<file path="config.mk">
export PLATFORM = sky130hd
export DESIGN_NAME = owm_mode_seq
export DESIGN_NICKNAME = d
export VERILOG_FILES = /design/src/rtl/owm_mode_pkg.sv /design/src/rtl/owm_level_timer.sv /design/src/rtl/owm_mode_core.sv /design/src/rtl/owm_mode_seq.sv
export SDC_FILE = /design/constraint.sdc
export NUM_CORES = 1
export LEC_CHECK = 0
export BUFFER_PORTS_ARGS = -buffer_cell sky130_fd_sc_hd__buf_2
export CAP_MARGIN = 20
export CORE_UTILIZATION = 47
export DETAILED_ROUTE_END_ITERATION = 16
export PLACE_DENSITY = 0.6
export REMOVE_ABC_BUFFERS = 1
export SLEW_MARGIN = 20
export SYNTH_ARGS = -nofsm -noshare
export SYNTH_HDL_FRONTEND = slang
export SYNTH_HIERARCHICAL = 1
export SYNTH_SLANG_ARGS = --single-unit
</file>
<file path="constraint.sdc">
create_clock -name clk -period 2 [get_ports clk]
set_input_delay 0.4 -clock clk [delete_from_list [all_inputs] [get_ports clk]]
set_output_delay 0.4 -clock clk [all_outputs]
set_load 0.02 [all_outputs]
</file>
<file path="src/rtl/owm_mode_pkg.sv">
// Shared command decode for the mode sequencer.
// Assumes the two command bits are already latched by the host interface.
package owm_mode_pkg;
    typedef enum logic [1:0] {
        CMD_TOGGLE = 2'b00,
        CMD_WR0    = 2'b01,
        CMD_RESET  = 2'b10,
        CMD_RDWR1  = 2'b11
    } cmd_kind_t;

    function automatic cmd_kind_t decode_cmd(input logic dclk, input logic res);
        return cmd_kind_t'({dclk, res});
    endfunction
endpackage

</file>
<file path="src/rtl/owm_level_timer.sv">
// Measures how long a single-bit signal has held its current level.
// Assumes the input is synchronous. The run count restarts on every level
// change and saturates at LIMIT; `steady` flags a run of LIMIT cycles.
module owm_level_timer #(
    parameter int LIMIT = 16,
    parameter bit RST_LEVEL = 1'b1
) (
    input  logic clk,
    input  logic rst_n,
    input  logic sig,
    output logic level_q,
    output logic steady
);
    localparam int CW = $clog2(LIMIT + 1);
    logic [CW-1:0] run_q;

    // Track the last level and the length of the current run.
    always_ff @(posedge clk) begin
        if (!rst_n) begin
            level_q <= RST_LEVEL;
            run_q   <= '0;
        end else begin
            level_q <= sig;
            if (sig != level_q)
                run_q <= '0;
            else if (run_q != CW'(LIMIT))
                run_q <= run_q + 1'b1;
        end
    end

    // Flag a run that has reached the limit.
    always_comb steady = (run_q == CW'(LIMIT));

    assert_run_bounded_R5: assert property (@(posedge clk) disable iff (!rst_n)
        run_q <= CW'(LIMIT));
    assert_run_restart_R9: assert property (@(posedge clk) disable iff (!rst_n)
        (sig != level_q) |=> !steady);
endmodule

</file>
<file path="src/rtl/owm_mode_core.sv">
// Mode state machine: speed bit, toggle counter, transparent flag, exit
// arming, deferred return to transparent, the enable-gate guard and the
// speed report. Assumes cmd_valid is a one-cycle strobe and that the timer
// inputs come from owm_level_timer instances.
module owm_mode_core
    import owm_mode_pkg::*;
#(
    parameter int SEQ_LEN = 4
) (
    input  logic clk,
    input  logic rst_n,
    input  logic eni,
    input  logic cmd_valid,
    input  logic cmd_dclk,
    input  logic cmd_res,
    input  logic slot_busy,
    input  logic eni_level,
    input  logic eni_steady,
    input  logic eno_level,
    input  logic eno_steady,
    output logic od_q,
    output logic trans_q,
    output logic gate_off_q,
    output logic go_q,
    output logic rpt_q
);
    localparam int NW = $clog2(SEQ_LEN + 1);
    logic [NW-1:0] cnt_q;
    logic          leave_pend_q;
    logic          is_toggle, seq_done, quiet_ok, guard_hit;

    // Classify the incoming command and the qualification conditions.
    always_comb begin
        is_toggle = cmd_valid && (decode_cmd(cmd_dclk, cmd_res) == CMD_TOGGLE);
        seq_done  = is_toggle && (cnt_q == NW'(SEQ_LEN - 1));
        quiet_ok  = trans_q && (cnt_q == NW'(SEQ_LEN)) && eni_level && eni_steady;
        guard_hit = trans_q && !eno_level && eno_steady;
    end

    // Speed bit and its low report, held until the enable returns high.
    always_ff @(posedge clk) begin
        if (!rst_n) begin
            od_q  <= 1'b0;
            rpt_q <= 1'b0;
        end else if (is_toggle) begin
            od_q  <= !od_q;
            rpt_q <= od_q;
        end else if (eni) begin
            rpt_q <= 1'b0;
        end
    end

    // Toggle counting, mode switching and deferral while a slot runs.
    always_ff @(posedge clk) begin
        if (!rst_n) begin
            cnt_q        <= '0;
            trans_q      <= 1'b1;
            leave_pend_q <= 1'b0;
        end else begin
            if (cmd_valid) begin
                if (!is_toggle || cnt_q == NW'(SEQ_LEN))
                    cnt_q <= is_toggle ? NW'(1) : '0;
                else if (seq_done && !trans_q)
                    cnt_q <= '0;
                else
                    cnt_q <= cnt_q + 1'b1;
            end else if (quiet_ok && !slot_busy) begin
                cnt_q <= '0;
            end
            if (seq_done && !trans_q)
                leave_pend_q <= 1'b1;
            else if (leave_pend_q && !slot_busy)
                leave_pend_q <= 1'b0;
            if (!slot_busy) begin
                if ((seq_done && !trans_q) || leave_pend_q)
                    trans_q <= 1'b1;
                else if (quiet_ok && !cmd_valid)
                    trans_q <= 1'b0;
            end
        end
    end

    // Enable-gate guard: latched off while transparent, cleared in normal mode.
    always_ff @(posedge clk) begin
        if (!rst_n)
            gate_off_q <= 1'b0;
        else if (!trans_q)
            gate_off_q <= 1'b0;
        else if (guard_hit)
            gate_off_q <= 1'b1;
    end

    // Slot start request, only for real slots in normal mode.
    always_ff @(posedge clk) begin
        if (!rst_n)
            go_q <= 1'b0;
        else
            go_q <= cmd_valid && !is_toggle && !trans_q && !leave_pend_q;
    end

    assert_reset_state_R1: assert property (@(posedge clk)
        !rst_n |=> trans_q && !od_q && !gate_off_q && !rpt_q);
    assert_toggle_flips_R2: assert property (@(posedge clk) disable iff (!rst_n)
        is_toggle |=> od_q != $past(od_q));
    assert_other_clears_R4: assert property (@(posedge clk) disable iff (!rst_n)
        (cmd_valid && !is_toggle) |=> cnt_q == '0);
    assert_exit_needs_quiet_R5: assert property (@(posedge clk) disable iff (!rst_n)
        (trans_q && !cmd_valid && !quiet_ok) |=> trans_q);
    assert_no_go_transparent_R8: assert property (@(posedge clk) disable iff (!rst_n)
        go_q |-> !$past(trans_q));
    assert_busy_holds_mode_R10: assert property (@(posedge clk) disable iff (!rst_n)
        slot_busy |=> $stable(trans_q));
endmodule

</file>
<file path="src/rtl/owm_mode_seq.sv">
// Top of the mode sequencer: two level timers (enable idle time and the
// enable-output guard) feeding the mode core. Assumes all inputs are
// synchronous to clk; QUIET_CYC is the 10 ms window in clock cycles.
module owm_mode_seq #(
    parameter int QUIET_CYC = 1250000,
    parameter int SEQ_LEN   = 4
) (
    input  logic clk,
    input  logic rst_n,
    input  logic eni,
    input  logic eno,
    input  logic cmd_valid,
    input  logic cmd_dclk,
    input  logic cmd_res,
    input  logic slot_busy,
    output logic od_mode,
    output logic transparent,
    output logic enable_gate_on,
    output logic slot_go,
    output logic report_low
);
    logic eni_lvl, eni_std, eno_lvl, eno_std, gate_off;

    owm_level_timer #(.LIMIT(QUIET_CYC), .RST_LEVEL(1'b1)) u_eni_tmr (
        .clk(clk), .rst_n(rst_n), .sig(eni), .level_q(eni_lvl), .steady(eni_std));

    owm_level_timer #(.LIMIT(QUIET_CYC), .RST_LEVEL(1'b1)) u_eno_tmr (
        .clk(clk), .rst_n(rst_n), .sig(eno), .level_q(eno_lvl), .steady(eno_std));

    owm_mode_core #(.SEQ_LEN(SEQ_LEN)) u_core (
        .clk(clk), .rst_n(rst_n), .eni(eni), .cmd_valid(cmd_valid),
        .cmd_dclk(cmd_dclk), .cmd_res(cmd_res), .slot_busy(slot_busy),
        .eni_level(eni_lvl), .eni_steady(eni_std),
        .eno_level(eno_lvl), .eno_steady(eno_std),
        .od_q(od_mode), .trans_q(transparent), .gate_off_q(gate_off),
        .go_q(slot_go), .rpt_q(report_low));

    // Gate control is the inverse of the latched guard.
    always_comb enable_gate_on = !gate_off;

    assert_gate_only_transparent_R9: assert property (@(posedge clk) disable iff (!rst_n)
        (!enable_gate_on && !slot_busy) |-> transparent || $past(transparent));
endmodule

</file>
After elaboration in Yosys (flattened, before gate mapping)
Index checks and enable logic that the tools add are counted.
- register bits after elaboration: 53
- bits of input ports: 8
- output and inout port bits: 5
- word-level logic and storage cells: 68
- add/sub/neg operators: 3
- eq/ne operators: 8
- multiplexer cells: 11
- bitwise logic cells: 2
- reduce and logical (&&, ||, !) cells: 33
- operators by type and width (cell ; count):
    21-bit by 1-bit adder with 21-bit output (second input constant) ; 2
    21-bit equality test (second input constant) ; 2
    21-bit != test (second input constant) ; 2
    1-bit logical AND ; 14
    3-bit 2-to-1 mux ; 4
    1-bit logical NOT ; 8
    2-bit nonzero test ; 4
    1-bit 2-to-1 mux ; 7
    2-bit AND reduction ; 2
    2-bit OR reduction ; 2
    3-bit by 1-bit adder with 3-bit output (second input constant) ; 1
    3-bit by 2-bit equality test with 1-bit output (second input constant) ; 1
    3-bit equality test (second input constant) ; 1
    2-bit logical NOT ; 1
    1-bit logical OR ; 2
    1-bit != test ; 2
    1-bit inverter ; 2

Longest topological paths before layout
- depth after elaboration: 7
- mapped depth: 8
- gate-level depth less buffers: 8

Hierarchy
The synthesis kept the hierarchy.
- by module, submodules not included (module ; instances ; cells an instance ; area an instance (µm²) ; sequential area each (µm²)):
    owm_level_timer ; 2 ; 120 ; 1082.3 ; 440.4
    owm_mode_core ; 1 ; 49 ; 459.2 ; 180.2
    owm_mode_seq ; 1 ; 1 ; 3.8 ; 0.0

Worst setup path after synthesis
Ideal clock, no wire load.
- kind: register -> register
- start: register u_eni_tmr.run_q[10]
- end: register u_core.cnt_q[1]
- setup time: 117 ps
- data arrival time: 1771 ps
- required time: 1883 ps
- slack: 112 ps
- cell stages (with the launch flop): 6
- path buffers: 0
- clock period less this slack: 1888 ps
- cell sequence: dfxtp_1 or4b_1 nor3_2 nand2_1 or3_4 a32o_1
- longest elaborated chain between the ends: 4
- RTL lines (what ; RTL line ; RTL):
    start, declared ; owm_level_timer.sv:15 ; logic [CW-1:0] run_q;
    start signal, assigned ; owm_level_timer.sv:27 ; run_q <= run_q + 1'b1;
    21-bit equality test ; owm_level_timer.sv:32 ; always_comb steady = (run_q == CW'(LIMIT));
    net eni_std ; owm_mode_seq.sv:22 ; logic eni_lvl, eni_std, eno_lvl, eno_std, gate_off;
    1-bit logical AND ; owm_mode_core.sv:36 ; quiet_ok = trans_q && (cnt_q == NW'(SEQ_LEN)) && eni_level && eni_steady;
    1-bit logical AND ; owm_mode_core.sv:67 ; end else if (quiet_ok && !slot_busy) begin
    2-bit nonzero test (no line) ; n/a ;
    end signal, assigned ; owm_mode_core.sv:62 ; cnt_q <= is_toggle ? NW'(1) : '0;
    end signal, assigned ; owm_mode_core.sv:66 ; cnt_q <= cnt_q + 1'b1;
    end, declared ; owm_mode_core.sv:28 ; logic [NW-1:0] cnt_q;
The timed path passes the listed nets, and every way through them passes these cells.
A chain may end at the register's enable or synchronous reset.

Worst setup path after layout
- start: register u_eni_tmr.run_q[10]
- end: register u_core.cnt_q[2]
Same word-level chain as after synthesis.

==> results.txt <==
- Number of nets at the end of the flow: 326
- The number of global-route vias before repair was 1,989.
- The number of pins with negative max-slew slack in the final report came to 0.
- Die Width: 76.77 um
* Most used cells in the layout excluding fill and tap cells: dfxtp_1 (53), nand2_1 (34), xor2_1 (23), nor2_1 (23)
* Synthesized netlist cell count: 290
* Critical path origin: u_eni_tmr/run_q[10]$_SDFFE_PP0P_
- Clock Root Buffer: clkbuf_8
- Counting instances, the worst hold path has a depth of 2.
* Final TNS setup: 0 ps
- Die Area: 5894 um2
- STA puts the critical path data required time at 2210 ps.
- The first global-routing pass estimated 8.873 mm of wire.
- The endpoint identified for the worst register-to-register timing path is u_core/cnt_q[2]$_SDFFE_PN0P_.
- Core region area: 5238 um2
- The worst-case IR drop observed on VDD is 0.3838 mV.
- Vias per cell: 5.424
* Max frequency: 0.5332 GHz
- Measured on the finished design, the core utilization comes to 55.40%.
* Number of buffers added by the clock tree synthesis step: 5
- Warnings from Yosys: 6
* Number of hold violations in the final report: 0
- Leakage component of the power: 1.019 nW
* Clock sink count: 53
* Half-perimeter wire length after detailed placement: 3.614 mm
* Number of design-rule violations left by the first detailed-router iteration: 122
- Walking the worst path, the cells encountered are or4b_1 > nor3_2 > nand2_1 > or3_4 > a32o_1.
* Critical-path cell with the highest stage delay: or4b_1
* Tightest Pin Transition: 384.2 ps
- Clock-pin slew was measured on the worst setup and hold paths at 90 ps.
- Drt pass-1 iters: 4
* Ratio of total power to cell area: 609.8 nW/um2
* Result of the run: completed
* Diodes inserted: 0
- Register Area: 1061 um2
- The cell area that synthesis handed to floorplanning was 2628 um2.
* CTS tree: done
- Buffers added to address setup during post-CTS repair amount to 0.
- The multi-input combinational cells in the finished layout cover a total of 1471 um2.
* Launch point of the worst reg-to-reg path: u_eni_tmr/run_q[10]$_SDFFE_PP0P_
- After detailed routing, the average wire length per cell comes to 13.06 um.
- The congestion estimate from routability-driven global placement came to 0.8002.
- Vertical die dimension: 76.77 um
- Sort of element at the start of the critical path: register
* Initial cell density of the core: 50.17%
- Routed met1 length: 2.678 mm
- The tool flagged a number of max-cap violations equal to 0.
* Clock Skews: 3.528 ps
* Worst setup timing slack at the placement stage: 69.25 ps
- I/O Buffers: 12
- The H-tree was split into 2 levels.
* Largest registers: u_eni_tmr/run_q (21), u_eno_tmr/run_q (21), u_core/cnt_q (3)
- For the worst flop-to-flop path, the logic depth is 5.
- Reg-to-reg setup timing slack: 120 ps
- Min cycle time layout: 1875 ps
* Startpoint of the most critical hold path: eno
* Number of synthesized register bits: 53
- The library cell used most frequently in the layout, excluding fill and tap cells, is dfxtp_1.
- Setup repair after global routing left no endpoint under its margin.
- Detailed routing placed a total of 136 um of wire on met3.
* CP endpoint kind: register
* Wire length on met2: 2.103 mm
- The largest single stage delay on the critical path is 530 ps.
- In this run the tightest slew margin relative to its limit is 74.02%.
- The initial antenna violation count was 0.
- WL final: 4.989 mm
* Kind of critical path: register to register
- Global routing consumed, over all layers together, 18.70% of the routing resources.
- Library cells used by synthesis: 42
- Across all setup checks in the final design, the least slack found is 124.5 ps.
- Averaged over all synthesized cells, the footprint is 9.060 um2.
- Clock latency of the later-clocked register in the worst-skew pair: 300 ps
- Fill cells: 508
- Part of the cycle the worst path needs: 93.77%
- The tightest min-delay check is of the primary input to register type.
* Residual antenna-violating net count after detailed routing: 0
- In this run the top signal layer used is met4.
- Entering global routing, the biggest net connects 17 pins.
- Overflow left after global routing: 0
- Relative to the synthesized area, the layout overhead comes to 10.43%.
- At the worst endpoint, the arrival time is 2080 ps.
- Top-level port count: 13
- Hold EP: u_eno_tmr/level_q$_SDFF_PN1_
* Setup violation total in the final timing report: 0
* Largest buffer count on any clock path: 2
* Routed vias: 2,072
* Share of the yosys chip area belonging to registers: 40.38%
- After detailed routing, the number of remaining DRC violations is 0.
- CP Max Fanout: 3
- Of the cells placed in the final design, the portion with a size suffix greater than 1 is 14.42%.
- Site row count: 26
==> how the worst max path moves through the flow <==
| stage | to | slack [ps] | depth (start not counted) |
|---|---|---|---|
| 2_1_floorplan | u_core/cnt_q[1]$_SDFFE_PN0P_ | 110 | 5 |
| 3_3_place_gp | u_core/cnt_q[1]$_SDFFE_PN0P_ | 110 | 6 |
| 3_5_place_dp | u_core/cnt_q[2]$_SDFFE_PN0P_ | 70 | 6 |
| 4_1_cts | u_core/cnt_q[2]$_SDFFE_PN0P_ | 40 | 6 |
| 5_1_grt | u_core/cnt_q[2]$_SDFFE_PN0P_ | 30 | 5 |
| 6_report | u_core/cnt_q[2]$_SDFFE_PN0P_ | 120 | 5 |
==> cell families (layout without fill, tap and decap cells) <==
family	count (synthesis)	count (layout)	share of synthesized area (%)
AOI/OAI and AO/OA	32	32	8.095
and+or+nand+nor	144	144	33.62
DFF	53	53	40.38
muxes	8	8	3.048
buffers and inverters	23	45	3.857
xor gates and xnor gates	23	23	7.667
adders and majority gates	7	7	3.333
==> synthesized netlist by cell type, drive strengths merged <==
master / count / area share [%]
nor3: 5 / 1.3
xor2: 23 / 7.7
o21ai: 8 / 1.5
nor4: 3 / 0.71
nand2: 34 / 4.9
and4b: 2 / 0.76
nor4b: 2 / 0.67
o2111a: 1 / 0.43
a21oi: 7 / 1.3
or4b: 2 / 0.76
buf: 2 / 0.86
a22oi: 1 / 0.29
o31ai: 2 / 0.57
or2b: 2 / 0.86
mux2i: 8 / 3.0
or4: 8 / 2.3
nand3: 14 / 4.6
a32o: 3 / 1.1
and2: 5 / 1.2
nor3b: 2 / 1.0
nand2b: 5 / 1.2
nand4: 14 / 3.3
nor2b: 4 / 0.95
o211ai: 7 / 2.0
nor2: 23 / 3.3
nand3b: 4 / 1.1
inv: 14 / 2.0
a21boi: 2 / 0.57
and2b: 1 / 0.33
or3b: 1 / 0.33
clkbuf: 7 / 1.0
dfxtp: 53 / 40
a31oi: 1 / 0.24
ha: 7 / 3.3
and4: 6 / 2.2
or3: 5 / 1.4
and3: 2 / 0.48
==> timing repair <==
item                                    in CTS  in global routing
endpoints found under the setup margin       0                  3
resized for setup                            0                  1
hold buffers                                 0                  0
==> report_power, final <==
| group | switching, W | internal, W |
|---|---|---|
| clock | 0.000352 | 0.000242 |
| combinational | 0.0000623 | 0.0000383 |
| sequential | 0.00000914 | 0.00106 |
==> per-stage QoR <==
stage          area [um2]  hold slack (ps)  std cells  power [W]
3_5_place_dp         2809            448.0        374   0.001200
6_report             2902            306.7        382   0.001769
3_3_place_gp         2809            449.6        374   0.001198
4_1_cts              2895            292.2        382   0.001793
2_1_floorplan        2579            417.4        281   0.001158
5_1_grt              2902            290.5        382   0.001851
==> worst max-delay path, delay by kind of cell (launching register included) <==
| family | cells | cell delay [ps] |
|---|---|---|
| simple gates | 4 | 1210 |
| compound gates | 1 | 250 |
| flops | 1 | 320 |
==> metal layers <==
layer  track usage (%)  vias to the layer above
met5                 0                        -
met4             7.500                        0
met3             3.571                        7
met2             28.04                       28
met1             26.18                      970
li1                  -                     1067
==> cell type report <==
type                       count  area share, %
tap                           70          3.019
multi-input combinational    214          50.71
timing repair buffer          23          4.916
sequential                    53          36.57
clock inverter                 3         0.6037
clock buffer                   5          2.372
inverter                      14          1.811
No activity file was read; power rests on OpenSTA's default activity.
